**config.mk**
```make
export PLATFORM = sky130hd
export DESIGN_NAME = uart_dma_req
export DESIGN_NICKNAME = d
export VERILOG_FILES = /design/src/rtl/udr_pkg.sv /design/src/rtl/udr_evt_flag.sv /design/src/rtl/udr_err_gate.sv /design/src/rtl/udr_chan_req.sv /design/src/rtl/udr_regs.sv /design/src/rtl/uart_dma_req.sv
export SDC_FILE = /design/constraint.sdc
export NUM_CORES = 1
export LEC_CHECK = 0
export BUFFER_PORTS_ARGS = -buffer_cell sky130_fd_sc_hd__buf_2
export CAP_MARGIN = 20
export CORE_ASPECT_RATIO = 0.8
export CORE_MARGIN = 2
export CORE_UTILIZATION = 39
export CTS_CLUSTER_DIAMETER = 30
export DETAILED_ROUTE_END_ITERATION = 10
export MAX_ROUTING_LAYER = met4
export PLACE_DENSITY = 0.84
export SYNTH_ARGS = -nofsm -noshare
export SYNTH_HDL_FRONTEND = slang
export SYNTH_SLANG_ARGS = --single-unit
export TNS_END_PERCENT = 100
```
**constraint.sdc**
```tcl
create_clock -name clk -period 2.3 [get_ports clk]
set_clock_uncertainty 0.05 [all_clocks]
set_input_delay 0.69 -clock clk [delete_from_list [all_inputs] [get_ports clk]]
set_output_delay 0.69 -clock clk [all_outputs]
set_load 0.02 [all_outputs]
```
**src/rtl/udr_pkg.sv**
```systemverilog
package udr_pkg;

    typedef enum logic [2:0] {
        ADDR_CTRL  = 3'd0,
        ADDR_MASK  = 3'd1,
        ADDR_STAT  = 3'd2,
        ADDR_MSTAT = 3'd3,
        ADDR_CLEAR = 3'd4,
        ADDR_TXD   = 3'd5
    } reg_addr_e;

    localparam int FLAG_TX_DONE = 0;
    localparam int FLAG_RX_DONE = 1;
    localparam int FLAG_RX_ERR  = 2;
    localparam int NUM_FLAGS    = 3;
    localparam int NUM_DONE     = 2;
    localparam int CTRL_W       = 3;
    localparam int BYTE_W       = 8;

    typedef struct packed {
        logic stop_on_err;
        logic tx_en;
        logic rx_en;
    } dma_ctrl_t;

    typedef enum logic {
        GATE_OPEN,
        GATE_HALTED
    } gate_state_e;

    typedef enum logic {
        EVT_IDLE,
        EVT_PEND
    } evt_state_e;

endpackage

```
**src/rtl/udr_evt_flag.sv**
```systemverilog
module udr_evt_flag
    import udr_pkg::*;
(
    input  logic clk,
    input  logic rst_n,
    input  logic set_evt,
    input  logic clr_req,
    output logic flag
);

    evt_state_e state_q;
    evt_state_e state_d;

    always_ff @(posedge clk or negedge rst_n) begin
        if (!rst_n) state_q <= EVT_IDLE;
        else        state_q <= state_d;
    end

    always_comb begin
        state_d = state_q;
        unique case (state_q)
            EVT_IDLE: if (set_evt)               state_d = EVT_PEND;
            EVT_PEND: if (clr_req && !set_evt)   state_d = EVT_IDLE;
            default:                             state_d = EVT_IDLE;
        endcase
    end

    always_comb begin
        flag = (state_q == EVT_PEND);
    end

endmodule

```
**src/rtl/udr_err_gate.sv**
```systemverilog
module udr_err_gate
    import udr_pkg::*;
(
    input  logic clk,
    input  logic rst_n,
    input  logic rx_err,
    input  logic stop_on_err,
    input  logic err_clr,
    output logic halted
);

    gate_state_e state_q;
    gate_state_e state_d;

    always_ff @(posedge clk or negedge rst_n) begin
        if (!rst_n) state_q <= GATE_OPEN;
        else        state_q <= state_d;
    end

    always_comb begin
        state_d = state_q;
        unique case (state_q)
            GATE_OPEN:   if (rx_err && stop_on_err) state_d = GATE_HALTED;
            GATE_HALTED: if (err_clr && !rx_err)    state_d = GATE_OPEN;
            default:                                state_d = GATE_OPEN;
        endcase
    end

    always_comb begin
        halted = (state_q == GATE_HALTED);
    end

endmodule

```
**src/rtl/udr_chan_req.sv**
```systemverilog
module udr_chan_req #(
    parameter int DEPTH  = 16,
    parameter bit IS_RX  = 1'b1,
    localparam int LVL_W  = $clog2(DEPTH + 1),
    localparam int TRIG_W = $clog2(DEPTH)
) (
    input  logic              clk,
    input  logic              rst_n,
    input  logic              allow,
    input  logic [LVL_W-1:0]  lvl,
    input  logic [TRIG_W-1:0] trig,
    output logic              burst,
    output logic              single
);

    localparam logic [LVL_W-1:0] FULL_LVL = LVL_W'(DEPTH);

    logic [LVL_W-1:0] trig_ext;
    logic             burst_d;
    logic             single_d;

    always_comb begin
        trig_ext = {{(LVL_W - TRIG_W){1'b0}}, trig};
    end

    generate
        if (IS_RX) begin : g_rx
            always_comb begin
                burst_d  = allow && (lvl >= trig_ext);
                single_d = allow && (lvl != '0);
            end
        end else begin : g_tx
            always_comb begin
                burst_d  = allow && (lvl <= trig_ext);
                single_d = allow && (lvl < FULL_LVL);
            end
        end
    endgenerate

    always_ff @(posedge clk or negedge rst_n) begin
        if (!rst_n) begin
            burst  <= 1'b0;
            single <= 1'b0;
        end else begin
            burst  <= burst_d;
            single <= single_d;
        end
    end

endmodule

```
**src/rtl/udr_regs.sv**
```systemverilog
module udr_regs
    import udr_pkg::*;
#(
    parameter int BUS_W = 32
) (
    input  logic                 clk,
    input  logic                 rst_n,
    input  logic                 reg_wr,
    input  logic [2:0]           reg_addr,
    input  logic [BUS_W-1:0]     reg_wdata,
    input  logic [NUM_FLAGS-1:0] flags,
    input  logic                 halted,
    output dma_ctrl_t            ctrl,
    output logic [NUM_DONE-1:0]  mask,
    output logic [NUM_DONE-1:0]  masked,
    output logic [NUM_FLAGS-1:0] clr_pulse,
    output logic                 tx_push,
    output logic [BYTE_W-1:0]    tx_push_data,
    output logic [BUS_W-1:0]     reg_rdata
);

    reg_addr_e addr;

    always_comb begin
        addr = reg_addr_e'(reg_addr);
    end

    always_ff @(posedge clk or negedge rst_n) begin
        if (!rst_n) begin
            ctrl <= '0;
            mask <= '0;
        end else if (reg_wr) begin
            if (addr == ADDR_CTRL) ctrl <= dma_ctrl_t'(reg_wdata[CTRL_W-1:0]);
            if (addr == ADDR_MASK) mask <= reg_wdata[NUM_DONE-1:0];
        end
    end

    always_comb begin
        masked       = flags[NUM_DONE-1:0] & mask;
        clr_pulse    = (reg_wr && addr == ADDR_CLEAR) ? reg_wdata[NUM_FLAGS-1:0] : '0;
        tx_push      = reg_wr && (addr == ADDR_TXD);
        tx_push_data = reg_wdata[BYTE_W-1:0];
    end

    always_comb begin
        reg_rdata = '0;
        case (addr)
            ADDR_CTRL:  reg_rdata[CTRL_W-1:0]      = ctrl;
            ADDR_MASK:  reg_rdata[NUM_DONE-1:0]    = mask;
            ADDR_STAT:  reg_rdata[NUM_FLAGS:0]     = {halted, flags};
            ADDR_MSTAT: reg_rdata[NUM_DONE-1:0]    = masked;
            default:    reg_rdata                  = '0;
        endcase
    end

endmodule

```
**src/rtl/uart_dma_req.sv**
```systemverilog
module uart_dma_req
    import udr_pkg::*;
#(
    parameter int DEPTH  = 16,
    parameter int BUS_W  = 32,
    localparam int LVL_W  = $clog2(DEPTH + 1),
    localparam int TRIG_W = $clog2(DEPTH)
) (
    input  logic              clk,
    input  logic              rst_n,
    input  logic              fifo_en,
    input  logic [LVL_W-1:0]  rx_lvl,
    input  logic [LVL_W-1:0]  tx_lvl,
    input  logic [TRIG_W-1:0] rx_trig,
    input  logic [TRIG_W-1:0] tx_trig,
    input  logic              rx_err,
    input  logic              rx_done,
    input  logic              tx_done,
    input  logic              reg_wr,
    input  logic [2:0]        reg_addr,
    input  logic [BUS_W-1:0]  reg_wdata,
    output logic [BUS_W-1:0]  reg_rdata,
    output logic              rx_burst,
    output logic              rx_single,
    output logic              tx_burst,
    output logic              tx_single,
    output logic              irq,
    output logic              tx_push,
    output logic [7:0]        tx_push_data
);

    dma_ctrl_t            ctrl;
    logic [NUM_DONE-1:0]  mask;
    logic [NUM_DONE-1:0]  masked;
    logic [NUM_FLAGS-1:0] clr_pulse;
    logic [NUM_FLAGS-1:0] set_evt;
    logic [NUM_FLAGS-1:0] flags;
    logic [NUM_DONE-1:0]  raw_done;
    logic                 gate_blocked;
    logic                 rx_allow;
    logic                 tx_allow;

    always_comb begin
        set_evt                = '0;
        set_evt[FLAG_TX_DONE]  = tx_done;
        set_evt[FLAG_RX_DONE]  = rx_done;
        set_evt[FLAG_RX_ERR]   = rx_err;
        raw_done               = flags[NUM_DONE-1:0];
        rx_allow               = fifo_en && ctrl.rx_en && !gate_blocked;
        tx_allow               = fifo_en && ctrl.tx_en;
        irq                    = |masked;
    end

    udr_regs #(.BUS_W(BUS_W)) i_regs (
        .clk          (clk),
        .rst_n        (rst_n),
        .reg_wr       (reg_wr),
        .reg_addr     (reg_addr),
        .reg_wdata    (reg_wdata),
        .flags        (flags),
        .halted       (gate_blocked),
        .ctrl         (ctrl),
        .mask         (mask),
        .masked       (masked),
        .clr_pulse    (clr_pulse),
        .tx_push      (tx_push),
        .tx_push_data (tx_push_data),
        .reg_rdata    (reg_rdata)
    );

    generate
        for (genvar gi = 0; gi < NUM_FLAGS; gi++) begin : g_flag
            udr_evt_flag i_flag (
                .clk     (clk),
                .rst_n   (rst_n),
                .set_evt (set_evt[gi]),
                .clr_req (clr_pulse[gi]),
                .flag    (flags[gi])
            );
        end
    endgenerate

    udr_err_gate i_gate (
        .clk         (clk),
        .rst_n       (rst_n),
        .rx_err      (rx_err),
        .stop_on_err (ctrl.stop_on_err),
        .err_clr     (clr_pulse[FLAG_RX_ERR]),
        .halted      (gate_blocked)
    );

    udr_chan_req #(.DEPTH(DEPTH), .IS_RX(1'b1)) i_rx_req (
        .clk    (clk),
        .rst_n  (rst_n),
        .allow  (rx_allow),
        .lvl    (rx_lvl),
        .trig   (rx_trig),
        .burst  (rx_burst),
        .single (rx_single)
    );

    udr_chan_req #(.DEPTH(DEPTH), .IS_RX(1'b0)) i_tx_req (
        .clk    (clk),
        .rst_n  (rst_n),
        .allow  (tx_allow),
        .lvl    (tx_lvl),
        .trig   (tx_trig),
        .burst  (tx_burst),
        .single (tx_single)
    );

endmodule

```
# Yosys cells after proc, flatten, opt, wreduce, memory -nomap -nowiden
# Index checks and enable logic that the tools add are counted.
# classes
magnitude_cmp	3
n_eq_ne	5
muxes	15
bitwise_logic	5
reduce_logical	22
# op_table
cell	n
$logic_and A1 B1 Y1	13
$pmux W1 S2	5
$mux W1	8
$pmux W2 S4	1
$eq A3 B2 Y1 const B	2
$eq A3 B3 Y1 const B	2
$ge A5 B4 Y1	1
$le A5 B4 Y1	1
$lt A5 B5 Y1 const B	1
$reduce_bool A5 Y1	1
$logic_not A1 Y1	4
$not A1 Y1	4
$reduce_and A2 Y1	2
$eq A3 B1 Y1 const B	1
$logic_not A3 Y1	1
$mux W3	1
$and A2 B2 Y2	1
$reduce_or A2 Y1	1
# totals
reg_bits	13
in_bits	60

# Logic depth before layout (Yosys ltp)
# depth
depth_word	6
mapped_depth	5
ltp_nobuf	5

# Hierarchy
# A second synthesis with hierarchy kept.
# hier_totals
hier_cells	122
hier_area_um2	1153.6
# modules_own_cells
module	n_inst	cells_per_inst	area_per_inst_um2	seq_area_each_um2
udr_regs	1	70	639.4	125.1
udr_chan_req (i_tx_req)	1	18	171.4	50.0
udr_chan_req (i_rx_req)	1	18	170.2	50.0
udr_evt_flag	3	3	36.3	25.0
udr_err_gate	1	4	42.5	25.0
uart_dma_req	1	3	21.3	0.0

# Worst setup path before layout
# No wires, ideal clock.
# synth_path
kind	input to output
from	input reg_addr[0]
to	output tx_push
t_arrival_ps	1489
slack_ps	71
stages	3
n_path_buf	1
path_cell_list	buf_2 > nand2_1 > nor3b_1
# synth_via
elab_chain_len	2
# synth_rtl
item	line_no	source
start: declaration	uart_dma_req.sv:20	input logic [2:0] reg_addr,
$eq A3 B3 Y1	udr_regs.sv:41	tx_push = reg_wr && (addr == ADDR_TXD);
$logic_and A1 B1 Y1	udr_regs.sv:41	
end: declaration	uart_dma_req.sv:28	output logic tx_push,
# Every way passes these cells.

# Worst setup path in the final report
# layout_path
from	input reg_addr[0]
to	output reg_rdata[0]
# layout_via
elab_chain_len	2
word_cells_on_any_way	5
classes_between	eq/ne (3); mux (1); reduce/logical (1)
# layout_rtl
item	line_no	source
$eq A3 B2 Y1 (tied with other cells)	udr_regs.sv:47	case (addr)
$pmux W2 S4 *	udr_regs.sv:47	
end: declaration	uart_dma_req.sv:22	output logic [BUS_W-1:0] reg_rdata,
# Mark *: on every way between the ends. The rest lies on a longest branch, timed or not.

==> results.ini <==
[detailed_routing]
drt_wl_total_um = 1830
vias_per_cell = 4.24
first_pass_iters = 2
drtIter0Drc = 31
ant_nets = 0
post_drt_wl_per_cell_um = 9.61
drc = 0
via_count = 806

[floorplanning]
dieArea_um2 = 3220
die_x_um = 62.9
rows = 17
core-area_um2 = 2700
initial_core_util = 0.401
fp.dieH_um = 51.1
io_pins = 106

[critical_path]
required_ns = 1.56
cp_max_fo = 8
reg2reg_from = i_gate.halted$_DFF_PN0_
r2r.worst_path.cells = 2
crit_arrival_ns = 1.37
path_class = in -> out
setup.worst_path.start = reg_addr[0]
reg2reg_to = i_rx_req.single$_DFF_PN0_
crit_path_end = reg_rdata[0]
crit_path_end_kind = output port
startpoint_type = input pin
rrSetupSlack_ns = 1.34

[cts]
cts_tree = done
cts_buffers = 3
clock_latency_ns = 0.28
postCtsSetupBuffers = 0
cts_buffer_depth = 2
clk_pin_slew_ns = 0.08
cts.sinks = 13
postCtsHoldBufs = 0
cts_resized = 0
cts_max_level = 1
cts-root-buf = clkbuf_4

[global_routing]
grtUsageMet3 = 0.0132
use_met2 = 0.186
grt_util_met1 = 0.149
busiest_layer = met2
antenna_found_initial = 0
grt_max_degree = 14
grt_overflow = 0
grt_pass1_vias = 710
grtUsageTotal = 0.119
grt_first_pass_wirelength_um = 2950

[placement]
place_congestion = 0.732
dp_hpwl_um = 1570
io_buffer_count = 43

[logic_synthesis]
post-synth-top-area-fraction = 0.300
ys.warnings.count = 0
syn_inst = 116
avgSynthCellArea_um2 = 9.34
netlist_area_um2 = 1080
yosys.area.top_type = dfrtp_1
yosys-top-cells-area = dfrtp_1 30%, buf_4 25%, ha_1 9.2%
ys_seq_elements = 13
ys_seq_area_frac = 0.300
ys_types = 29

[timing]
finalHoldViolations = 0
hold_slack_ns = 0.229
clock.fmax_mhz = 474
tns_ns = 0
slew_viol_final = 0
finalCritPeriodShare = 0.918
rsz0062_at_grt = false
post-route-min-period_ns = 2.11
setup_viol = 0

[worst_hold_path]
hold_path.class = in -> async

[job]
cap_violations = 0

[final_layout]
final_common_cell = buf_2
layout_common_cells = 43 x buf_2, 28 x conb_1, 13 x inv_1, 13 x dfrtp_1, 8 x ha_1
area_delta_synth_final_pct = 9.70
drive_gt1_frac = 0.362
n_antenna_cell = 0
nets = 221

[pwr]
p_per_area_nw_per_um2 = 510
ir_worst_vdd_mv = 0.161
leakage_nw = 0.671

[outcome]
outcome = finished, final reports clean

## metrics by stage
step                      setup slack [ns]  total power, mW  std cells  utilization  cell area [µm²]
after CTS                            0.188            0.616        190        0.440             1190
final                                0.189            0.607        190        0.440             1190
after global routing                0.0529            0.648        190        0.440             1190
after detailed placement             0.188            0.474        186        0.430             1160
after floorplan                     0.0709            0.459        143            -             1180
after global placement               0.191            0.467        186        0.430             1160
## how the worst min path moves through the flow
stage	endpoint	slack, ns	cells past startpoint
2_1_floorplan	g_flag[0].i_flag.flag$_DFF_PN0_	0.34	0
3_3_place_gp	g_flag[1].i_flag.flag$_DFF_PN0_	0.44	1
3_5_place_dp	g_flag[1].i_flag.flag$_DFF_PN0_	0.45	1
4_1_cts	i_regs.ctrl[1]$_DFFE_PN0P_	0.23	1
5_1_grt	i_regs.ctrl[1]$_DFFE_PN0P_	0.24	1
6_report	i_regs.ctrl[1]$_DFFE_PN0P_	0.23	1
## layout make-up
type	instances	area, µm²
Clock buffer	3	22.5
Clock inverter	1	5.00
Fill cell	290	1510
Inverter	13	48.8
Multi-Input combinational cell	79	524
Sequential cell	13	325
Tap cell	38	47.5
Timing Repair Buffer	43	215
## cells in the mapped netlist, drive strengths merged
cell,n
nor4b,1
o221ai,1
dfrtp,13
a31oi,2
and4bb,1
o22ai,2
nand3,1
nor3b,2
a21boi,2
nand2,4
buf,38
inv,13
a21o,2
nand4,1
o311a,1
ha,8
nor4,1
and3b,2
mux2,5
nor3,8
a21oi,2
a22o,1
mux2i,1
nor2,1
conb,1
o21ai,2
## per-layer routing
layer  routed length [µm]  vias to the layer above  part of all wire
li1                     -                      402                 -
met1                  833                      366              0.46
met2                  848                       35              0.46
met3                  113                        3             0.062
met4                   29                        0             0.016
met5                    0                        -                 0
## critical path: stages
cell and delay [ns]:
buf_2 0.15, inv_1 0.09, o22ai_1 0.09, nor3_1 0.16, buf_2 0.19
## power by group
| group | total (mW) | switching (mW) | internal [mW] |
|---|---|---|---|
| Clock | 0.139 | 0.0749 | 0.0646 |
| Combinational | 0.195 | 0.121 | 0.0740 |
| Sequential | 0.272 | 0.0187 | 0.254 |
## kinds of logic (layout without fill, tap and decap cells)
family,Yosys count,in the layout,share of synthesized area
other,1,28,0.00346
buffers and inverters,51,60,0.309
and+or+nand+nor,22,22,0.139
muxes,6,6,0.0612
adders and majority gates,8,8,0.0924
DFF,13,13,0.300
AOI/OAI and AO/OA,15,15,0.0947
## registers in the layout, summed over array words and instances, names as in the netlist
signal and flops:
i_tx_req.single 1, i_regs.mask 2, i_rx_req.burst 1, i_rx_req.single 1, i_tx_req.burst 1, g_flag.i_flag.flag 3
i_regs.ctrl 3, i_gate.halted 1
(Power assumes the default switching activity.)
